**src/rtl/lvlm_pkg.sv**
```systemverilog
package lvlm_pkg;

  localparam int FRAC_W = 4;

  // round(16 * log2(1 + m/16)) for the four mantissa bits below the leading one
  function automatic logic [FRAC_W-1:0] frac_lut(input logic [FRAC_W-1:0] m);
    logic [FRAC_W-1:0] f;
    case (m)
      4'd0:  f = 4'd0;
      4'd1:  f = 4'd1;
      4'd2:  f = 4'd3;
      4'd3:  f = 4'd4;
      4'd4:  f = 4'd5;
      4'd5:  f = 4'd6;
      4'd6:  f = 4'd7;
      4'd7:  f = 4'd8;
      4'd8:  f = 4'd9;
      4'd9:  f = 4'd10;
      4'd10: f = 4'd11;
      4'd11: f = 4'd12;
      4'd12: f = 4'd13;
      4'd13: f = 4'd14;
      4'd14: f = 4'd15;
      default: f = 4'd15;
    endcase
    return f;
  endfunction

endpackage

```
**src/rtl/lvlm_power.sv**
```systemverilog
module lvlm_power #(
  parameter int IN_W    = 16,
  parameter int S_W     = 4,
  parameter int ATT_MAX = 14,
  localparam int P_W    = 2*IN_W
) (
  input  logic                   clk,
  input  logic                   rst_n,
  input  logic                   in_v,
  input  logic signed [IN_W-1:0] in_i,
  input  logic signed [IN_W-1:0] in_q,
  input  logic [S_W-1:0]         shift,
  output logic                   out_v,
  output logic [P_W-1:0]         out_p
);

  function automatic logic [P_W-1:0] inst_pow(input logic signed [IN_W-1:0] a,
                                               input logic signed [IN_W-1:0] b);
    logic signed [P_W-1:0] ea, eb;
    ea = P_W'(a);
    eb = P_W'(b);
    return $unsigned(ea*ea) + $unsigned(eb*eb);
  endfunction

  function automatic logic [S_W-1:0] eff_shift(input logic [S_W-1:0] s);
    return (s > S_W'(ATT_MAX)) ? S_W'(ATT_MAX) : s;
  endfunction

  logic [P_W-1:0] raw_pow;
  logic [S_W-1:0] sh_eff;

  assign raw_pow = inst_pow(in_i, in_q);
  assign sh_eff  = eff_shift(shift);

  always_ff @(posedge clk) begin
    if (!rst_n) begin
      out_v <= 1'b0;
      out_p <= '0;
    end else begin
      out_v <= in_v;
      if (in_v) out_p <= raw_pow >> sh_eff;
    end
  end

  AST_IDLE_NO_POWER: assert property (@(posedge clk) disable iff (!rst_n)
    !in_v |=> !out_v);
  AST_POWER_BOUND: assert property (@(posedge clk) disable iff (!rst_n)
    out_v |-> out_p <= (P_W'(1) << (P_W-1)));

endmodule

```
**src/rtl/lvlm_avg.sv**
```systemverilog
module lvlm_avg #(
  parameter int P_W    = 32,
  parameter int M_W    = 12,
  parameter int N_W    = 2,
  localparam int NMAX  = 1 << N_W,
  localparam int HIST  = NMAX - 1,
  localparam int ACC_W = P_W + M_W,
  localparam int SUM_W = ACC_W + N_W
) (
  input  logic             clk,
  input  logic             rst_n,
  input  logic             in_v,
  input  logic [P_W-1:0]   in_p,
  input  logic [M_W-1:0]   m_sel,
  input  logic [N_W-1:0]   n_sel,
  output logic             sum_v,
  output logic [SUM_W-1:0] sum_o
);

  logic [M_W-1:0]   m_q, cnt_q;
  logic [N_W-1:0]   n_q, fill_q;
  logic [ACC_W-1:0] acc_q, part;
  logic [ACC_W-1:0] hist_q [HIST];
  logic [ACC_W-1:0] term   [HIST];
  logic [SUM_W-1:0] win;
  logic             cfg_chg, dump, win_ok;

  assign cfg_chg = (m_sel != m_q) || (n_sel != n_q);
  assign dump    = in_v && !cfg_chg && (cnt_q == m_sel);
  assign part    = acc_q + ACC_W'(in_p);
  assign win_ok  = (fill_q >= n_sel);

  // select the older partial sums that belong to the current window
  for (genvar h = 0; h < HIST; h++) begin : g_term
    assign term[h] = (n_sel > N_W'(h)) ? hist_q[h] : '0;
  end

  always_comb begin
    win = SUM_W'(part);
    for (int h = 0; h < HIST; h++) win = win + SUM_W'(term[h]);
  end

  always_ff @(posedge clk) begin
    if (!rst_n) begin
      m_q    <= '0;
      n_q    <= '0;
      cnt_q  <= '0;
      acc_q  <= '0;
      fill_q <= '0;
      sum_v  <= 1'b0;
      sum_o  <= '0;
      for (int h = 0; h < HIST; h++) hist_q[h] <= '0;
    end else begin
      m_q   <= m_sel;
      n_q   <= n_sel;
      sum_v <= 1'b0;
      if (cfg_chg) begin
        cnt_q  <= '0;
        acc_q  <= '0;
        fill_q <= '0;
        for (int h = 0; h < HIST; h++) hist_q[h] <= '0;
      end else if (dump) begin
        cnt_q     <= '0;
        acc_q     <= '0;
        hist_q[0] <= part;
        for (int h = 1; h < HIST; h++) hist_q[h] <= hist_q[h-1];
        if (fill_q != N_W'(HIST)) fill_q <= fill_q + 1'b1;
        sum_v <= win_ok;
        sum_o <= win;
      end else if (in_v) begin
        cnt_q <= cnt_q + 1'b1;
        acc_q <= part;
      end
    end
  end

  AST_CNT_RANGE: assert property (@(posedge clk) disable iff (!rst_n)
    cnt_q <= m_q);
  AST_NO_OVERFLOW: assert property (@(posedge clk) disable iff (!rst_n)
    in_v && !cfg_chg && !dump |=> acc_q >= $past(acc_q));
  AST_CLEAR_NO_RESULT: assert property (@(posedge clk) disable iff (!rst_n)
    cfg_chg |=> !sum_v && acc_q == '0);
  AST_RESULT_ON_DUMP: assert property (@(posedge clk) disable iff (!rst_n)
    sum_v |-> $past(in_v));

endmodule

```
**src/rtl/lvlm_log.sv**
```systemverilog
module lvlm_log #(
  parameter int SUM_W  = 46,
  localparam int FRAC_W = lvlm_pkg::FRAC_W,
  localparam int E_W    = $clog2(SUM_W),
  localparam int LOG_W  = E_W + FRAC_W
) (
  input  logic             clk,
  input  logic             rst_n,
  input  logic             in_v,
  input  logic [SUM_W-1:0] in_sum,
  output logic             out_v,
  output logic [LOG_W-1:0] out_rms
);

  // fixed-point log2: leading-one index, then corrected mantissa fraction
  function automatic logic [LOG_W-1:0] log2_fx(input logic [SUM_W-1:0] x);
    int               e;
    logic [SUM_W-1:0] nrm;
    logic [FRAC_W-1:0] m;
    e = 0;
    for (int b = 0; b < SUM_W; b++) if (x[b]) e = b;
    nrm = x << (SUM_W - 1 - e);
    m   = nrm[SUM_W-2 -: FRAC_W];
    return {E_W'(e), lvlm_pkg::frac_lut(m)};
  endfunction

  logic [LOG_W-1:0] lpow;

  assign lpow = (in_sum == '0) ? '0 : log2_fx(in_sum);

  always_ff @(posedge clk) begin
    if (!rst_n) begin
      out_v   <= 1'b0;
      out_rms <= '0;
    end else begin
      out_v <= in_v;
      if (in_v) out_rms <= lpow >> 1;
    end
  end

  AST_ZERO_MIN: assert property (@(posedge clk) disable iff (!rst_n)
    in_v && in_sum == '0 |=> out_v && out_rms == '0);
  AST_RMS_HALF: assert property (@(posedge clk) disable iff (!rst_n)
    out_v |-> out_rms[LOG_W-1] == 1'b0);

endmodule

```
**src/rtl/agc_level_meter.sv**
```systemverilog
module agc_level_meter #(
  parameter int IN_W    = 16,
  parameter int M_W     = 12,
  parameter int N_W     = 2,
  parameter int S_W     = 4,
  parameter int ATT_MAX = 14,
  localparam int P_W    = 2*IN_W,
  localparam int SUM_W  = P_W + M_W + N_W,
  localparam int LOG_W  = $clog2(SUM_W) + lvlm_pkg::FRAC_W
) (
  input  logic                   clk,
  input  logic                   rst_n,
  input  logic                   smp_valid,
  input  logic signed [IN_W-1:0] smp_i,
  input  logic signed [IN_W-1:0] smp_q,
  input  logic [M_W-1:0]         dec_sel,
  input  logic [N_W-1:0]         avg_sel,
  input  logic [S_W-1:0]         att_shift,
  output logic                   lvl_valid,
  output logic [LOG_W-1:0]       lvl_rms
);

  logic             pw_v, sum_v;
  logic [P_W-1:0]   pw;
  logic [SUM_W-1:0] sum_w;

  lvlm_power #(.IN_W(IN_W), .S_W(S_W), .ATT_MAX(ATT_MAX)) u_power (
    .clk(clk), .rst_n(rst_n), .in_v(smp_valid), .in_i(smp_i), .in_q(smp_q),
    .shift(att_shift), .out_v(pw_v), .out_p(pw)
  );

  lvlm_avg #(.P_W(P_W), .M_W(M_W), .N_W(N_W)) u_avg (
    .clk(clk), .rst_n(rst_n), .in_v(pw_v), .in_p(pw), .m_sel(dec_sel),
    .n_sel(avg_sel), .sum_v(sum_v), .sum_o(sum_w)
  );

  lvlm_log #(.SUM_W(SUM_W)) u_log (
    .clk(clk), .rst_n(rst_n), .in_v(sum_v), .in_sum(sum_w),
    .out_v(lvl_valid), .out_rms(lvl_rms)
  );

  AST_OUT_AFTER_SUM: assert property (@(posedge clk) disable iff (!rst_n)
    lvl_valid |-> $past(sum_v));
  AST_OUT_NEEDS_SAMPLE: assert property (@(posedge clk) disable iff (!rst_n)
    sum_v |-> $past(pw_v));

endmodule

```
**config.mk**
```make
export PLATFORM = sky130hd
export DESIGN_NAME = agc_level_meter
export DESIGN_NICKNAME = d
export VERILOG_FILES = /design/src/rtl/lvlm_pkg.sv /design/src/rtl/lvlm_power.sv /design/src/rtl/lvlm_avg.sv /design/src/rtl/lvlm_log.sv /design/src/rtl/agc_level_meter.sv
export SDC_FILE = /design/constraint.sdc
export NUM_CORES = 2
export LEC_CHECK = 0
export ABC_CLOCK_PERIOD_IN_PS = 8910
export BUFFER_PORTS_ARGS = -buffer_cell sky130_fd_sc_hd__clkbuf_2
export CAP_MARGIN = 20
export CELL_PAD_IN_SITES_DETAIL_PLACEMENT = 2
export CELL_PAD_IN_SITES_GLOBAL_PLACEMENT = 2
export CORE_MARGIN = 8
export CORE_UTILIZATION = 38
export DETAILED_ROUTE_END_ITERATION = 6
export PLACE_DENSITY = 0.85
export SYNTH_ARGS = -nofsm -noshare
export SYNTH_HDL_FRONTEND = slang
export SYNTH_SLANG_ARGS = --single-unit
```
**constraint.sdc**
```tcl
create_clock -name clk -period 8.91 [get_ports clk]
set_clock_uncertainty 0.15 [all_clocks]
set_input_delay 1.782 -clock clk [delete_from_list [all_inputs] [get_ports clk]]
set_output_delay 1.782 -clock clk [all_outputs]
set_load 0.1 [all_outputs]
```
==> metrics.json, run 1 <==
{
  "cell_types_occupying_the_most_area_after_synthesis": "sky130_fd_sc_hd__fa_1, sky130_fd_sc_hd__edfxtp_1, sky130_fd_sc_hd__ha_1, sky130_fd_sc_hd__dfxtp_1, sky130_fd_sc_hd__inv_1",
  "syn-mean-instance-area_um2": 9.067,
  "cts_max_level": 2,
  "syn-num-nets": 5298,
  "count_of_port_buffers_added_during_placement": 62,
  "cts_made_buffers": 39,
  "synth_top_family_by_area": "adder cells",
  "ys_flop_type": "sky130_fd_sc_hd__dfxtp_1",
  "synth_compound_area_frac": 0.1234,
  "globalRouteOverflowTotal": 12,
  "initial_core_util": 0.3811,
  "synth.yosys.seq_area_share": 0.1807,
  "rows": 119,
  "stop_stage": "5_1_grt",
  "result_of_the_run": "did not finish",
  "boundaryPins": 64,
  "fraction_of_the_mapped_netlist_area_in_adder_cells": 0.3723,
  "clkSinkCount": 294,
  "yosys.cell_types.count": 99,
  "dpl.hpwl_mm": 141.5,
  "fp.dieH_um": 340.0,
  "number_of_synthesis_warnings": 0,
  "yosys.area_share.simple": 0.1629,
  "ys_ff_latch": 294,
  "track_usage": 0.5396,
  "grt_max_degree": 152,
  "yosys.area_share.xor_xnor": 0.04833,
  "synth.cell_area_um2": 39890,
  "place_inst": 6048,
  "fp.dieW_um": 340.0,
  "cell_type_contributing_the_most_total_cell_area_after_synthesis": "sky130_fd_sc_hd__fa_1",
  "synthesis.instances": 4400,
  "gp_congestion": 0.8665,
  "cts-root-to-sink-buffers": 3,
  "count_of_flip_flops_with_a_built_in_enable_after_synthesis": 132,
  "run.stop_error": "[ERROR GRT-0232] Routing congestion too high. Check the congestion heatmap in the GUI.",
  "async_sr_flop_fraction": 0,
  "synth.top_cell.area_share": 0.2860,
  "yosys-mux-area-fraction": 0.02594,
  "clk_root_buffer_cell": "sky130_fd_sc_hd__clkbuf_16"
}
## timing repair
item | in CTS
setup buffers | 47
resized for setup | 414
cloned | 0
hold buffers | 0
pin swaps | 193
endpoints found under the setup margin | 51
## Yosys cell counts (19+ instances only)
cell	count
sky130_fd_sc_hd__nor3_1	32
sky130_fd_sc_hd__nor2b_1	88
sky130_fd_sc_hd__o21bai_1	22
sky130_fd_sc_hd__xor2_1	85
sky130_fd_sc_hd__a31oi_1	25
sky130_fd_sc_hd__o21a_1	47
sky130_fd_sc_hd__and3_1	28
sky130_fd_sc_hd__and2_1	290
sky130_fd_sc_hd__edfxtp_1	132
sky130_fd_sc_hd__a21o_1	76
sky130_fd_sc_hd__nand4_1	19
sky130_fd_sc_hd__o21ai_0	145
sky130_fd_sc_hd__a211oi_1	36
sky130_fd_sc_hd__nand3_1	65
sky130_fd_sc_hd__nor2_1	232
sky130_fd_sc_hd__fa_1	570
sky130_fd_sc_hd__a21oi_1	189
sky130_fd_sc_hd__nand2b_1	49
sky130_fd_sc_hd__dfxtp_1	162
sky130_fd_sc_hd__nand2_1	435
sky130_fd_sc_hd__ha_1	275
sky130_fd_sc_hd__clkbuf_1	142
sky130_fd_sc_hd__inv_1	719
sky130_fd_sc_hd__a21boi_0	22
sky130_fd_sc_hd__xnor2_1	127
sky130_fd_sc_hd__mux2i_1	82
sky130_fd_sc_hd__o211ai_1	23
## layer usage
| layer | overflow | global-route usage |
|---|---|---|
| met1 | 1 | 0.5280 |
| met2 | 6 | 0.7140 |
| met3 | 0 | 0.3720 |
| met4 | 5 | 0.5463 |
| met5 | 0 | 0.1683 |
## logic make-up after synthesis
group                    after synthesis
AO/OA/AOI/OAI                        744
flip-flops                           294
adder cells (fa/ha/maj)              845
multiplexers                          97
buffers and inverters                894
XOR/XNOR                             215
AND/OR/NAND/NOR                     1310
other                                  1
## per-stage QoR
stage	cell area, um2	utilization	worst slack (ns)
CTS	47520	0.4540	-0.6798
global placement	44320	0.4235	-0.8442
detailed placement	44320	0.4235	-1.868
floorplan	40280	-	-0.1293
==> run 2, diff against run 1 <==
--- a/config.mk
+++ b/config.mk
@@ -5,15 +5,13 @@
 export SDC_FILE = /design/constraint.sdc
 export NUM_CORES = 2
 export LEC_CHECK = 0
-export ABC_CLOCK_PERIOD_IN_PS = 8910
+export ABC_CLOCK_PERIOD_IN_PS = 11600
 export BUFFER_PORTS_ARGS = -buffer_cell sky130_fd_sc_hd__clkbuf_2
 export CAP_MARGIN = 20
-export CELL_PAD_IN_SITES_DETAIL_PLACEMENT = 2
-export CELL_PAD_IN_SITES_GLOBAL_PLACEMENT = 2
 export CORE_MARGIN = 8
-export CORE_UTILIZATION = 38
+export CORE_UTILIZATION = 40
 export DETAILED_ROUTE_END_ITERATION = 6
-export PLACE_DENSITY = 0.85
+export PLACE_DENSITY_LB_ADDON = 0.15
 export SYNTH_ARGS = -nofsm -noshare
 export SYNTH_HDL_FRONTEND = slang
 export SYNTH_SLANG_ARGS = --single-unit
==> constraint.sdc (replaced) <==
create_clock -name clk -period 11.6 [get_ports clk]
set_clock_uncertainty 0.15 [all_clocks]
set_input_delay 2.32 -clock clk [delete_from_list [all_inputs] [get_ports clk]]
set_output_delay 2.32 -clock clk [all_outputs]
set_load 0.1 [all_outputs]
==> run 2 against run 1 <==
Synthesized cell count is the same. Area after synthesis did not move. The run now ends clean.
==> metrics.json, run 2 <==
{
  "min_period_ns": 10.63,
  "worst_skew_pair.late_latency_ns": 0.52,
  "final_area_um2": 42620,
  "drt_iter0_markers": 1397,
  "layout_setup_ws_ns": 0.9721,
  "largest_register_ff_count": 132,
  "result_of_the_run": "finished clean",
  "biggestRegsByFlops": "u_avg.hist_q (132), u_avg.sum_o (46), u_avg.acc_q (44)",
  "report.final.slew_viol_count": 0,
  "grt_pass1_vias": 30030,
  "r2r-start": "u_power.out_p[0]",
  "fp.dieH_um": 331.8,
  "final_common_cell": "sky130_fd_sc_hd__inv_1",
  "ys_ff_latch": 294,
  "worst_setup_path_end_kind": "flop",
  "post-route-util": 0.4287,
  "synth.most_common_cell": "sky130_fd_sc_hd__inv_1",
  "ctsResizeCount": 0,
  "critical_path.reg2reg.endpoint": "u_avg.sum_o[41]",
  "nFillCells": 9956,
  "floorplan_die_area_um2": 110100,
  "path_clk_slew_ns": 0.06,
  "leading_cell_types_by_count_after_synthesis": "sky130_fd_sc_hd__inv_1, sky130_fd_sc_hd__fa_1, sky130_fd_sc_hd__nand2_1",
  "rows": 116,
  "fp.coreArea_um2": 99420,
  "cp_max_fo": 13,
  "gp_congestion": 0.8743,
  "synth.cell_area_um2": 39890,
  "final_layout_size_suffix_gt1_frac": 0.04884,
  "cts-root-to-sink-buffers": 3,
  "number_of_synthesis_warnings": 0,
  "wl_mm": 98.65,
  "worst-endpoint-required_ns": 11.91,
  "syn-num-nets": 5298,
  "drt-wirelength-per-cell_um": 17.36,
  "synth.yosys.seq_area_share": 0.1807,
  "rsz_0062_raised_after_global_routing": "false",
  "synth.top_cell.area_share": 0.2860,
  "final_nets": 5254,
  "clkSinkCount": 294,
  "antenna_found_initial": 7,
  "hold_path_end": "u_power.out_p[26]",
  "tightest_slew_ns": 1.016,
  "track_usage": 0.1784,
  "period_share": 0.9162,
  "slew_headroom": 0.3204,
  "max-cap-violations": 0,
  "cts_made_buffers": 35,
  "cts_max_level": 2,
  "globalRouteOverflowTotal": 0,
  "clock.fmax_mhz": 94.09,
  "clk_root_buffer_cell": "sky130_fd_sc_hd__clkbuf_16",
  "grt_max_degree": 110,
  "flow.area_growth_from_synthesis_pct": 6.837,
  "cell_type_contributing_the_most_total_cell_area_after_synthesis": "sky130_fd_sc_hd__fa_1",
  "count_of_port_buffers_added_during_placement": 62,
  "ys_flop_type": "sky130_fd_sc_hd__dfxtp_1",
  "layout.cells.most_common_list": "sky130_fd_sc_hd__inv_1, sky130_fd_sc_hd__fa_1, sky130_fd_sc_hd__nand2_1",
  "grt_first_pass_wirelength_mm": 163.1,
  "final_antenna_net_count": 0,
  "critical_path_arrival_ns": 10.94,
  "layout.area.seq_um2": 7208,
  "r2r.worst_path.cells": 35,
  "boundaryPins": 64,
  "dpl.hpwl_mm": 81.61,
  "count_of_flip_flops_with_a_built_in_enable_after_synthesis": 132,
  "detailed_router_iteration_count_before_antenna_repair": 5,
  "whs_path_depth": 1,
  "syn-mean-instance-area_um2": 9.067,
  "post_cts_buffers": 0,
  "fp.dieW_um": 331.8,
  "tritoncts": "built",
  "cell_types_occupying_the_most_area_after_synthesis": "sky130_fd_sc_hd__fa_1, sky130_fd_sc_hd__edfxtp_1, sky130_fd_sc_hd__ha_1, sky130_fd_sc_hd__dfxtp_1, sky130_fd_sc_hd__inv_1",
  "async_sr_flop_fraction": 0,
  "per_cell_via_count_in_the_routed_design": 5.041,
  "min-delay-start": "u_power.out_p[26]",
  "total_area_of_multi_input_combinational_cells_um2": 29280,
  "timing.reg2reg.setup_slack_ns": 2.70,
  "placement.setup.worst_slack_ns": 0.4622,
  "drc": 0,
  "timing.hold.worst.class": "flop to flop",
  "initial_core_util": 0.4013,
  "dpl_cell_area_um2": 41350,
  "worst_setup_path_start_kind": "input port",
  "via_count": 28650,
  "setup-violations-final": 0,
  "largest_register": "u_avg.hist_q",
  "yosys.cell_types.count": 99,
  "timing_worst_setup_path_type": "input port to flop",
  "cts_hold_repair.buffers": 0,
  "hold_viol": 0,
  "synthesis.instances": 4400,
  "setup_total_negative_slack_ns": 0
}
run 2: worst max-delay path by stage:
stage | from | end | slack (ns) | depth (start not counted)
after CTS | smp_q[7] | u_power.out_p[16] | 1.0 | 25
after global placement | smp_q[7] | u_power.out_p[16] | 0.47 | 25
final | smp_q[7] | u_power.out_p[16] | 0.97 | 25
after global routing | smp_q[7] | u_power.out_p[16] | 0.33 | 25
after floorplan | smp_q[13] | u_power.out_p[17] | 1.49 | 28
after detailed placement | smp_q[7] | u_power.out_p[16] | 0.46 | 25
run 2: layout make-up:
| class | count | area share |
|---|---|---|
| multi-input combinational | 3212 | 0.6871 |
| timing repair buffer | 89 | 0.01204 |
| clock buffer | 45 | 0.02539 |
| inverter | 724 | 0.06376 |
| tap | 1298 | 0.03810 |
| clock inverter | 18 | 0.004257 |
| antenna | 4 | 0.0002349 |
| sequential | 294 | 0.1691 |
run 2: cells by family after synthesis:
group | Yosys count | share of synthesized area
flops | 294 | 0.1807
mux | 97 | 0.02594
buf+inv | 894 | 0.08634
compound gates | 744 | 0.1234
fa+ha+maj | 845 | 0.3723
other cells | 1 | 0.00009400
simple gates | 1310 | 0.1629
xor+xnor | 215 | 0.04833
run 2: per-stage QoR:
stage                     instances  hold WS (ns)
after floorplan                4400        0.2815
after global placement         5617        0.3082
after detailed placement       5617        0.3060
after CTS                      5680        0.3200
after global routing           5680        0.3489
final                          5684        0.3179
run 2: worst max-delay path: stages:
cell,delay [ns]
sky130_fd_sc_hd__clkbuf_2,0.36
sky130_fd_sc_hd__inv_1,0.29
sky130_fd_sc_hd__nor2_1,0.33
sky130_fd_sc_hd__fa_1,0.49
sky130_fd_sc_hd__fa_1,0.47
sky130_fd_sc_hd__fa_1,0.52
sky130_fd_sc_hd__fa_1,0.55
sky130_fd_sc_hd__inv_1,0.06
sky130_fd_sc_hd__fa_1,0.51
sky130_fd_sc_hd__fa_1,0.55
sky130_fd_sc_hd__inv_1,0.05
sky130_fd_sc_hd__fa_1,0.50
sky130_fd_sc_hd__fa_1,0.49
sky130_fd_sc_hd__ha_1,0.40
sky130_fd_sc_hd__a2111oi_0,0.54
sky130_fd_sc_hd__nand2_1,0.15
sky130_fd_sc_hd__o211ai_2,0.29
sky130_fd_sc_hd__o21ai_1,0.18
sky130_fd_sc_hd__o31ai_1,0.46
sky130_fd_sc_hd__o221ai_1,0.18
sky130_fd_sc_hd__a2bb2oi_1,0.46
sky130_fd_sc_hd__and2_1,0.25
sky130_fd_sc_hd__o21ai_0,0.08
sky130_fd_sc_hd__a311oi_1,0.29
sky130_fd_sc_hd__o21a_1,0.15
run 2: per-layer routing:
metal,up-vias,GRT usage,wire length (um)
li1,14170,-,-
met1,13980,0.2359,45830
met2,370,0.3129,47500
met3,126,0.01755,2778
met4,8,0.04445,2487
met5,-,0,54
Power of run 2 is left out: the tool's default activity adds up to more than one toggle a clock period on the data nets, which glitch-free logic cannot reach.
